--- config.mk ---
export PLATFORM = sky130hd
export DESIGN_NAME = ptbr_top
export DESIGN_NICKNAME = d
export VERILOG_FILES = /design/src/rtl/ptbr_pkg.sv /design/src/rtl/ptbr_rst_sync.sv /design/src/rtl/ptbr_hold.sv /design/src/rtl/ptbr_fsm.sv /design/src/rtl/ptbr_top.sv
export SDC_FILE = /design/constraint.sdc
export NUM_CORES = 1
export LEC_CHECK = 0
export ABC_AREA = 1
export BUFFER_PORTS_ARGS = -buffer_cell sky130_fd_sc_hd__buf_2
export CORE_UTILIZATION = 30
export CTS_CLUSTER_DIAMETER = 100
export CTS_CLUSTER_SIZE = 12
export DETAILED_ROUTE_END_ITERATION = 16
export PLACE_DENSITY_LB_ADDON = 0.1
export SETUP_SLACK_MARGIN = 0.5
export SYNTH_ARGS = -nofsm -noshare
export SYNTH_HDL_FRONTEND = slang
export SYNTH_HIERARCHICAL = 1
export SYNTH_SLANG_ARGS = --single-unit
export TNS_END_PERCENT = 30
--- constraint.sdc ---
create_clock -name clk -period 1.6 [get_ports clk]
set_input_delay 0.32 -clock clk [delete_from_list [all_inputs] [get_ports clk]]
set_output_delay 0.32 -clock clk [all_outputs]
set_load 0.05 [all_outputs]
--- src/rtl/ptbr_pkg.sv ---
package ptbr_pkg;

  typedef enum logic [2:0] {
    ST_IDLE  = 3'd0,
    ST_FETCH = 3'd1,
    ST_WAIT  = 3'd2,
    ST_EVAL  = 3'd3,
    ST_REDIR = 3'd4
  } ptbr_state_e;

  typedef enum logic [1:0] {
    BK_COND   = 2'b00,
    BK_ALWAYS = 2'b01,
    BK_LOOP   = 2'b10,
    BK_OTHER  = 2'b11
  } ptbr_kind_e;

  // Prediction holds when the flag matches the requested sense.
  function automatic logic ptbr_hit(input logic ne_sel, input logic z);
    return ne_sel ? ~z : z;
  endfunction

endpackage

--- src/rtl/ptbr_rst_sync.sv ---
module ptbr_rst_sync #(
  parameter int STAGES = 2
) (
  input  logic clk,
  input  logic rst_n,
  output logic rst_n_sync
);
  localparam int LAST = STAGES - 1;

  logic [LAST:0] chain_q;

  always_ff @(posedge clk or negedge rst_n) begin
    if (!rst_n) chain_q <= '0;
    else        chain_q <= {chain_q[LAST-1:0], 1'b1};
  end

  assign rst_n_sync = chain_q[LAST];
endmodule

--- src/rtl/ptbr_hold.sv ---
module ptbr_hold #(
  parameter int ADDR_W = 16
) (
  input  logic              clk,
  input  logic              rst_n,
  input  logic              load_en,
  input  logic [ADDR_W-1:0] d_target,
  input  logic              d_ne,
  input  logic              d_always,
  output logic [ADDR_W-1:0] q_target,
  output logic              q_ne,
  output logic              q_always
);
  logic [ADDR_W-1:0] target_d;
  logic              ne_d;
  logic              always_d;

  always_comb begin
    target_d = q_target;
    ne_d     = q_ne;
    always_d = q_always;
    if (load_en) begin
      target_d = d_target;
      ne_d     = d_ne;
      always_d = d_always;
    end
  end

  always_ff @(posedge clk or negedge rst_n) begin
    if (!rst_n) begin
      q_target <= '0;
      q_ne     <= 1'b0;
      q_always <= 1'b0;
    end else begin
      q_target <= target_d;
      q_ne     <= ne_d;
      q_always <= always_d;
    end
  end
endmodule

--- src/rtl/ptbr_fsm.sv ---
module ptbr_fsm
  import ptbr_pkg::*;
#(
  parameter bit EARLY_SYNC = 1'b1
) (
  input  logic        clk,
  input  logic        rst_n,
  input  logic        start,
  input  logic        is_always,
  input  logic        cc_sync,
  input  logic        hit,
  output ptbr_state_e state
);
  ptbr_state_e state_d;
  logic        early_sync;

  generate
    if (EARLY_SYNC) begin : g_early
      assign early_sync = cc_sync;
    end else begin : g_late
      assign early_sync = 1'b0;
    end
  endgenerate

  always_comb begin
    state_d = state;
    unique case (state)
      ST_IDLE:  if (start) state_d = ST_FETCH;
      ST_FETCH: begin
        if (is_always)       state_d = ST_REDIR;
        else if (early_sync) state_d = ST_EVAL;
        else                 state_d = ST_WAIT;
      end
      ST_WAIT:  if (cc_sync) state_d = ST_EVAL;
      ST_EVAL:  state_d = hit ? ST_REDIR : ST_IDLE;
      ST_REDIR: state_d = ST_IDLE;
      default:  state_d = ST_IDLE;
    endcase
  end

  always_ff @(posedge clk or negedge rst_n) begin
    if (!rst_n) state <= ST_IDLE;
    else        state <= state_d;
  end

  AST_SYNC_ADVANCES: assert property (@(posedge clk) disable iff (!rst_n)
    (state == ST_WAIT && cc_sync) |=> (state == ST_EVAL));
  AST_WAIT_HOLDS: assert property (@(posedge clk) disable iff (!rst_n)
    (state == ST_WAIT && !cc_sync) |=> (state == ST_WAIT));
  AST_ALWAYS_SKIPS: assert property (@(posedge clk) disable iff (!rst_n)
    (state == ST_FETCH && is_always) |=> (state == ST_REDIR));
endmodule

--- src/rtl/ptbr_top.sv ---
module ptbr_top
  import ptbr_pkg::*;
#(
  parameter int ADDR_W     = 16,
  parameter bit EARLY_SYNC = 1'b1
) (
  input  logic              clk,
  input  logic              rst_n,
  input  logic              br_valid,
  input  logic [1:0]        br_kind,
  input  logic              br_cond_ne,
  input  logic [ADDR_W-1:0] br_target,
  output logic              br_ready,
  output logic              mem_req,
  output logic [ADDR_W-1:0] mem_addr,
  output logic              mem_abort,
  input  logic              cc_sync,
  input  logic              cc_z,
  output logic              flush,
  output logic              redirect_valid,
  output logic [ADDR_W-1:0] redirect_addr,
  output logic              defer_exec
);
  logic              rst_n_s;
  ptbr_state_e       state;
  logic              accept;
  logic              start;
  logic              kind_always;
  logic              kind_other;
  logic [ADDR_W-1:0] held_target;
  logic              held_ne;
  logic              held_always;
  logic              hit;
  logic              abort_d, abort_q;
  logic              defer_d, defer_q;

  ptbr_rst_sync #(.STAGES(2)) u_rst (
    .clk        (clk),
    .rst_n      (rst_n),
    .rst_n_sync (rst_n_s)
  );

  assign kind_always = (br_kind == BK_ALWAYS);
  assign kind_other  = (br_kind == BK_OTHER);
  assign accept      = br_valid && (state == ST_IDLE);
  assign start       = accept && !kind_other;
  assign hit         = ptbr_hit(held_ne, cc_z);

  ptbr_hold #(.ADDR_W(ADDR_W)) u_hold (
    .clk      (clk),
    .rst_n    (rst_n_s),
    .load_en  (start),
    .d_target (br_target),
    .d_ne     (br_cond_ne),
    .d_always (kind_always),
    .q_target (held_target),
    .q_ne     (held_ne),
    .q_always (held_always)
  );

  ptbr_fsm #(.EARLY_SYNC(EARLY_SYNC)) u_fsm (
    .clk       (clk),
    .rst_n     (rst_n_s),
    .start     (start),
    .is_always (held_always),
    .cc_sync   (cc_sync),
    .hit       (hit),
    .state     (state)
  );

  assign abort_d = (state == ST_EVAL) && !hit;
  assign defer_d = accept && kind_other;

  always_ff @(posedge clk or negedge rst_n_s) begin
    if (!rst_n_s) begin
      abort_q <= 1'b0;
      defer_q <= 1'b0;
    end else begin
      abort_q <= abort_d;
      defer_q <= defer_d;
    end
  end

  assign br_ready       = (state == ST_IDLE);
  assign mem_req        = (state == ST_FETCH);
  assign mem_addr       = held_target;
  assign mem_abort      = abort_q;
  assign flush          = (state == ST_REDIR);
  assign redirect_valid = (state == ST_REDIR);
  assign redirect_addr  = held_target;
  assign defer_exec     = defer_q;

  AST_REQ_SINGLE: assert property (@(posedge clk) disable iff (!rst_n_s)
    mem_req |=> !mem_req);
  AST_RESOLVE_EXCLUSIVE: assert property (@(posedge clk) disable iff (!rst_n_s)
    !(mem_abort && flush));
  AST_ABORT_FROM_EVAL: assert property (@(posedge clk) disable iff (!rst_n_s)
    $rose(mem_abort) |-> $past(state == ST_EVAL));
  AST_BUSY_KEEPS_TARGET: assert property (@(posedge clk) disable iff (!rst_n_s)
    !br_ready |=> $stable(mem_addr));
  AST_DEFER_NO_REQ: assert property (@(posedge clk) disable iff (!rst_n_s)
    defer_exec |-> (!mem_req && br_ready));
endmodule

# ---- Yosys cells after proc, flatten, opt, wreduce, memory -nomap -nowiden
# Cells that the tools add are included.
dict set report totals {
  word_cells 31
  output_inout_bits 38
  inputBits 24
  register_bits 25
}
dict set report classes {
  bitwise_logic 1
  n_eq_ne 8
  mux 7
  n_reduce_logical 8
}
# cell count
set ops {}
lappend ops {{$mux 3} 4}
lappend ops {{$pmux 3 s4} 1}
lappend ops {{$eq 3x2->1 const B} 2}
lappend ops {{$logic_and 1x1->1} 4}
lappend ops {{$eq 3x1->1 const B} 1}
lappend ops {{$eq 3x3->1 const B} 1}
lappend ops {{$logic_not 3->1} 1}
lappend ops {{$eq 2x1->1 const B} 1}
lappend ops {{$eq 2x2->1 const B} 1}
lappend ops {{$logic_not 1->1} 2}
lappend ops {{$mux 1} 2}
lappend ops {{$ne 2x1->1 const B} 1}
lappend ops {{$ne 2x2->1 const B} 1}
lappend ops {{$reduce_and 2->1} 1}
lappend ops {{$not 1->1} 1}

# ---- Longest topological paths before layout
# Gate-level depths: netlist of run 1.
dict set report depth {
  depth_word 5
  ltp_mapped 8
  ltp_nobuf 7
}

# ---- Modules after synthesis
# The synthesis of run 1 kept the hierarchy.
# module n_inst seq_area_each_um2 area_each_um2 cells_per_inst
set modules_own_cells {}
lappend modules_own_cells {ptbr_hold 1 450.4 710.7 76}
lappend modules_own_cells {ptbr_top 1 50.0 254.0 38}
lappend modules_own_cells {ptbr_fsm 1 75.1 151.4 20}
lappend modules_own_cells {ptbr_rst_sync 1 50.0 53.8 3}

# ---- Worst setup path after synthesis of run 1
# OpenSTA, ideal clock, no wires.
dict set report synth_timing {
  path_kind {register -> output}
  from {register u_fsm.state[0]}
  to {output redirect_valid}
  t_arrival_ns 1.981
  slack_ns -0.701
  path_stages_with_launch 3
  path_buffers 1
  t_required_ns 1.280
  path_cell_list {dfrtp_1 > nor3_1 > buf_4}
}
dict set report synth_via {
  elab_chain_cells 1
}
# item line
set synth_lines {}
lappend synth_lines {{start, declared} ptbr_fsm.sv:12} ;# output ptbr_state_e state
lappend synth_lines {{start signal, assigned} ptbr_fsm.sv:43} ;# else state <= state_d;
lappend synth_lines {{$eq 3x3->1} n/a}
lappend synth_lines {{end, declared} ptbr_top.sv:20} ;# output logic redirect_valid,
# No other way between the ends.

# ---- Final worst setup path of run 1
dict set report layout_timing {
  from {register u_fsm.state[0]}
  to {output flush}
}
dict set report layout_via {
  elab_chain_cells 1
}
# item line
set layout_lines {}
lappend layout_lines {{$eq 3x3->1} ptbr_top.sv:88} ;# assign flush = (state == ST_REDIR);
lappend layout_lines {{end, declared} ptbr_top.sv:19} ;# output logic flush,
# No other way between the ends.

==> run_results.csv, run 1 <==
group,metric,value,unit
floorplan,dieArea,4150,um2
clock_tree,clkSlewWorstSetupHoldPaths,0.09,ns
route,wirelength_met1,1100,um
route,vias,1055,
timing,hold_violations,0,
synthesis,ys_types,15,
floorplan,core,3690,um2
clock_tree,root_buffer,"clkbuf_8",
layout,mostFrequentLayoutCells,"57 x buf_2, 37 x nand2_1, 23 x dfrtp_1, 21 x nand2_2",
layout,syn2layout_area_growth,52.9,%
critical_path,crit_path_cell_trace,"buf_6, nor3_4, buf_6",
clock_tree,numCtsBuffers,3,
grt,grt_pass1_wl,4450,um
route,routed_wl,2660,um
worst_hold_path,hp-class,"reg -> async",
critical_path,critPathLaunchType,"register",
critical_path,critPathSlowestCell,"dfrtp_2",
route,first_pass_iters,5,
synthesis,syn-num-nets,161,
route,drtIter0Drc,31,
route,drt.antenna.violating_nets,0,
route,wl_met2,1330,um
grt,grt-ovfl-total,0,
route,via_per_inst,4.19,
route,top_layer,"met4",
floorplan,rows,22,
synthesis,yosysSeqAreaShare,53.5,%
clock_tree,clk_latency,0.27,ns
clock_tree,cts.path.max_buffers,2,
grt,antenna_found_initial,0,
timing,period_share,93.4,%
grt,first_global_vias,1035,
flow_run,drv_cap,0,
synthesis,ys_ff_latch,25,
timing,rsz0062_at_grt,"true",
timing,fmax,669,MHz
clock_tree,cts-htree-levels,1,
route,wl_met3,189,um
critical_path,cp_common_cell,"buf_6",
layout,nets,229,
clock_tree,cts_tree,"done",
timing,finalMaxSlewViolations,0,
layout,seqCellArea,628,um2
critical_path,critPathCaptureType,"primary output",
critical_path,worstSetupPathType,"reg -> out",
layout,multi_input_area,412,um2
critical_path,cpPeakStageDelay,0.43,ns
layout,n_antenna_cell,0,
synthesis,yosysWarningCount,6,
grt,grtUsageTotal,13.9,%
timing,finalSetupViolCount,0,
critical_path,worstPathRequired,1.28,ns
synthesis,syn_inst,137,
route,drc_errors,0,
synthesis,synth.avg_cell_area,8.54,um2
floorplan,num_io_pins,62,
clock_tree,cts_sinks,25,
floorplan,die_y,64.4,um
placed_design,gp_congestion,0.732,
placed_design,portBuffers,61,
layout,final_common_cell,"buf_2",
timing,fin_setup_tns,0,ns
floorplan,die_w,64.4,um
status,outcome,"complete, no violations",
floorplan,start_util,31.7,%
critical_path,worstPathArrival,1.17,ns
route,wire_per_inst,10.6,um
placed_design,dp_hpwl,1870,um
grt,grt_max_degree,16,
timing,min_period,1.49,ns
timing,fin_skew,0.00805,ns
critical_path,critPathMaxFanout,5,
synthesis,synth_area,1170,um2
layout,fillers,356,
layout,drive_gt1_share,57.4,%
critical path: cells and delay by family, from the launching register on:
family	cells	cell delay, ns
buffers and inverters	2	0.32
flip-flops	1	0.43
AND/OR/NAND/NOR	1	0.15
metal layers:
| metal | vias to the layer above | GRT usage (%) |
|---|---|---|
| met1 | 476 | 16.5 |
| met5 | - | 0 |
| met4 | 0 | 5.83 |
| li1 | 530 | - |
| met2 | 44 | 24.5 |
| met3 | 5 | 2.29 |
through the flow:
stage / setup slack, ns / area (um2) / hold slack, ns / std cells / utilization, %
6_report: 0.106 / 1790 / 0.191 / 252 / 48.5
5_1_grt: 0.0535 / 1790 / 0.233 / 252 / 48.5
4_1_cts: 0.0941 / 1700 / 0.219 / 246 / 46.2
3_5_place_dp: 0.179 / 1470 / 0.107 / 230 / 39.7
3_3_place_gp: 0.257 / 1470 / 0.106 / 230 / 39.7
2_1_floorplan: 0.0791 / 1210 / 0.0244 / 137 / -
worst paths after layout:
path,startpoint,end,slack [ns],cells past startpoint
worst max-delay path,u_fsm/state[0],flush,0.11,3
worst min-delay path,u_rst/chain_q[1],u_hold/q_target[13],0.19,0
worst max register to register,u_fsm/state[0],u_hold/q_target[3],0.17,9
worst min register to register,u_rst/chain_q[1],u_hold/q_target[13],0.19,0
max in group asynchronous,u_rst/chain_q[1],u_fsm/state[1],0.97,1
min in group clk,br_target[5],u_hold/q_target[5],0.24,3
flip-flops by register name (all words and copies together), names as in the netlist:
name             cells
defer_exec           1
u_fsm/state          3
u_hold/q_target     16
u_rst/chain_q        2
u_hold/q_always      1
mem_abort            1
u_hold/q_ne          1
synth_stat cells:
master / count / area (um2)
a31oi_1: 1 / 6.26
buf_4: 18 / 135
buf_6: 1 / 11.3
buf_8: 1 / 15.0
conb_1: 1 / 3.75
dfrtp_1: 25 / 626
inv_1: 9 / 33.8
inv_8: 1 / 11.3
nand2_1: 53 / 199
nand2_2: 5 / 31.3
nand3_1: 6 / 30.0
nand4_1: 1 / 6.26
nor2_1: 11 / 41.3
nor3_1: 2 / 10.0
o21ai_0: 2 / 10.0
cell type report:
cell class              instances  area share [%]
flip-flops and latches         25            35.1
repair buffers                 81            31.3
multi-input cells              82            23.0
well taps                      48            3.36
inverters                      10            3.01
clock buffers                   3            2.31
repair inverters                2            1.54
clock inverters                 1           0.420
logic make-up after synthesis:
| logic type | after synthesis | share of synthesized area [%] |
|---|---|---|
| other | 1 | 0.321 |
| and+or+nand+nor | 78 | 27.2 |
| DFF | 25 | 53.5 |
| buffers and inverters | 30 | 17.6 |
| AOI/OAI and AO/OA | 3 | 1.39 |
repair_timing:
item | 4_1_cts | 5_1_grt
hold buffers | 1 | 0
pin swaps | 7 | 3
cloned | 2 | 0
hold endpoints to repair | 2 | 0
resized for setup | 30 | 5
setup endpoints to repair | 57 | 58
buffers inserted | 9 | 6
Power of run 1 is left out: the tool's default activity adds up to more than one toggle a clock period on the data nets, which glitch-free logic cannot reach.
==> run 2, diff against run 1 <==
CELL_PAD_IN_SITES_DETAIL_PLACEMENT = 0   (was default)
CELL_PAD_IN_SITES_GLOBAL_PLACEMENT = 1   (was default)
TNS_END_PERCENT = default   (was 30)
==> run 2 against run 1 <==
Effect of this change:
- worst setup slack worse by 0.057 ns
- utilization is 4.6 points higher
- clock-buffer cell count is 1 higher
- first-iteration DRC count is 100% higher
- hold slack better by 0.033 ns
- highest routed layer unchanged
==> run_results.csv, run 2 (synthesis gave the netlist of run 1 again) <==
group,metric,value,unit
timing,finalMaxSlewViolations,0,
clock_tree,root_buffer,"clkbuf_8",
timing,hold_violations,0,
route,first_pass_iters,4,
timing,fin_setup_tns,0,ns
critical_path,critPathLaunchType,"register",
floorplan,die_w,64.4,um
floorplan,die_y,64.4,um
placed_design,portBuffers,61,
floorplan,rows,22,
critical_path,worstSetupPathType,"reg -> out",
grt,antenna_found_initial,0,
route,drt.antenna.violating_nets,0,
floorplan,num_io_pins,62,
placed_design,dp_hpwl,1830,um
grt,first_global_vias,1011,
layout,nets,233,
critical_path,critPathCaptureType,"primary output",
layout,n_antenna_cell,0,
route,drc_errors,0,
floorplan,start_util,31.7,%
critical_path,critPathCapture,"flush",
route,wire_per_inst,10.3,um
layout,final_common_cell,"nand2_1",
floorplan,dieArea,4150,um2
clock_tree,clk_latency,0.26,ns
grt,grt_max_degree,24,
timing,fin_skew,0.00447,ns
timing,min_period,1.55,ns
critical_path,worstPathRequired,1.28,ns
flow_run,drv_cap,0,
critical_path,crit_path_cell_trace,"buf_6, nor3_4, buf_6",
critical_path,cp_common_cell,"buf_6",
worst_hold_path,hp-class,"reg -> async",
critical_path,startpoint,"u_fsm/state[0]",
critical_path,critPathSlowestCell,"dfrtp_2",
route,drtIter0Drc,63,
route,wl_met2,1350,um
floorplan,core,3690,um2
clock_tree,cts.path.max_buffers,2,
route,vias,1068,
layout,largest_reg_flops,16,
critical_path,cpPeakStageDelay,0.42,ns
layout,mostFrequentLayoutCells,"41 x nand2_1, 40 x buf_6, 23 x buf_2, 22 x buf_4, 18 x dfrtp_2",
route,wl_met3,122,um
grt,grt_pass1_wl,4460,um
layout,top_regs,"u_hold/q_target x16, u_fsm/state x3, u_rst/chain_q x2",
clock_tree,numCtsBuffers,3,
route,wirelength_met1,1120,um
clock_tree,cts-htree-levels,1,
critical_path,worstPathArrival,1.23,ns
grt,grt-ovfl-total,0,
timing,rsz0062_at_grt,"true",
layout,syn2layout_area_growth,67.6,%
critical_path,r2r_setup_slack,0.21,ns
critical_path,reg2regPathDepth,8,
critical_path,critPathMaxFanout,4,
placed_design,gp_congestion,0.758,
timing,finalWorstSetupSlack,0.0487,ns
route,top_layer,"met4",
timing,fmax,645,MHz
timing,finalSetupViolCount,0,
status,outcome,"complete, no violations",
grt,grtUsageTotal,13.8,%
clock_tree,clkSlewWorstSetupHoldPaths,0.08,ns
placed_design,dp_slack,0.187,ns
critical_path,r2r_end,"u_hold/q_target[13]",
critical_path,rr_startpoint,"u_fsm/state[0]",
clock_tree,cts_sinks,25,
clock_tree,cts_tree,"done",
timing,period_share,97.0,%
route,routed_wl,2630,um
route,via_per_inst,4.17,
layout,drive_gt1_share,63.0,%
layout,regMostFlops,"u_hold/q_target",
-- run 2: cell count changes in the layout (fill, tap and decap cells not counted), sizes merged --
cell      change
buf           +6
clkbuf        +1
clkinvlp      -1
inv           -2
-- run 2: repair_timing --
action / 4_1_cts / 5_1_grt
hold buffers: 1 / 0
endpoints found under the setup margin: 57 / 58
buffers inserted: 17 / 2
pin swaps: 3 / 1
hold endpoints to repair: 2 / 0
gates cloned: 0 / 0
gates resized for setup: 79 / 4
-- run 2: how the worst min path moves through the flow --
stage | start | to | cells past startpoint
finish | u_rst/chain_q[1] | mem_abort | 1
global route | br_cond_ne | u_hold/q_ne | 3
CTS | br_target[3] | u_hold/q_target[3] | 3
detailed placement | rst_n | u_rst/chain_q[1] | 1
global placement | rst_n | u_rst/chain_q[0] | 1
floorplan | rst_n | u_rst/chain_q[0] | 0
-- run 2: layout make-up --
cell class,count,area (um2)
fill,369,1730
timing repair buffer,87,761
sequential,25,648
multi-input combinational,82,402
tap,48,60.1
clock buffer,4,45.0
inverter,10,45.0
-- run 2: metal layers --
layer | GRT usage (%) | vias up
li1 | - | 539
met4 | 5.00 | 0
met3 | 2.46 | 4
met5 | 0 | -
met1 | 18.4 | 491
met2 | 22.4 | 34
-- run 2: metrics by stage --
stage	util [%]	instance area (um2)	instances	hold slack, ns
after CTS	52.4	1930	254	0.235
after global routing	53.2	1960	256	0.244
final	53.2	1960	256	0.224
after detailed placement	40.8	1510	232	0.106
after floorplan	-	1250	137	0.0244
after global placement	40.8	1510	232	0.104
-- run 2: critical path: cells and delay by family, from the launching register on --
family	cells	cell delay (ns)
buffers and inverters	2	0.32
AND/OR/NAND/NOR	1	0.22
flip-flops	1	0.42
Power of run 2 is left out for the same reason.
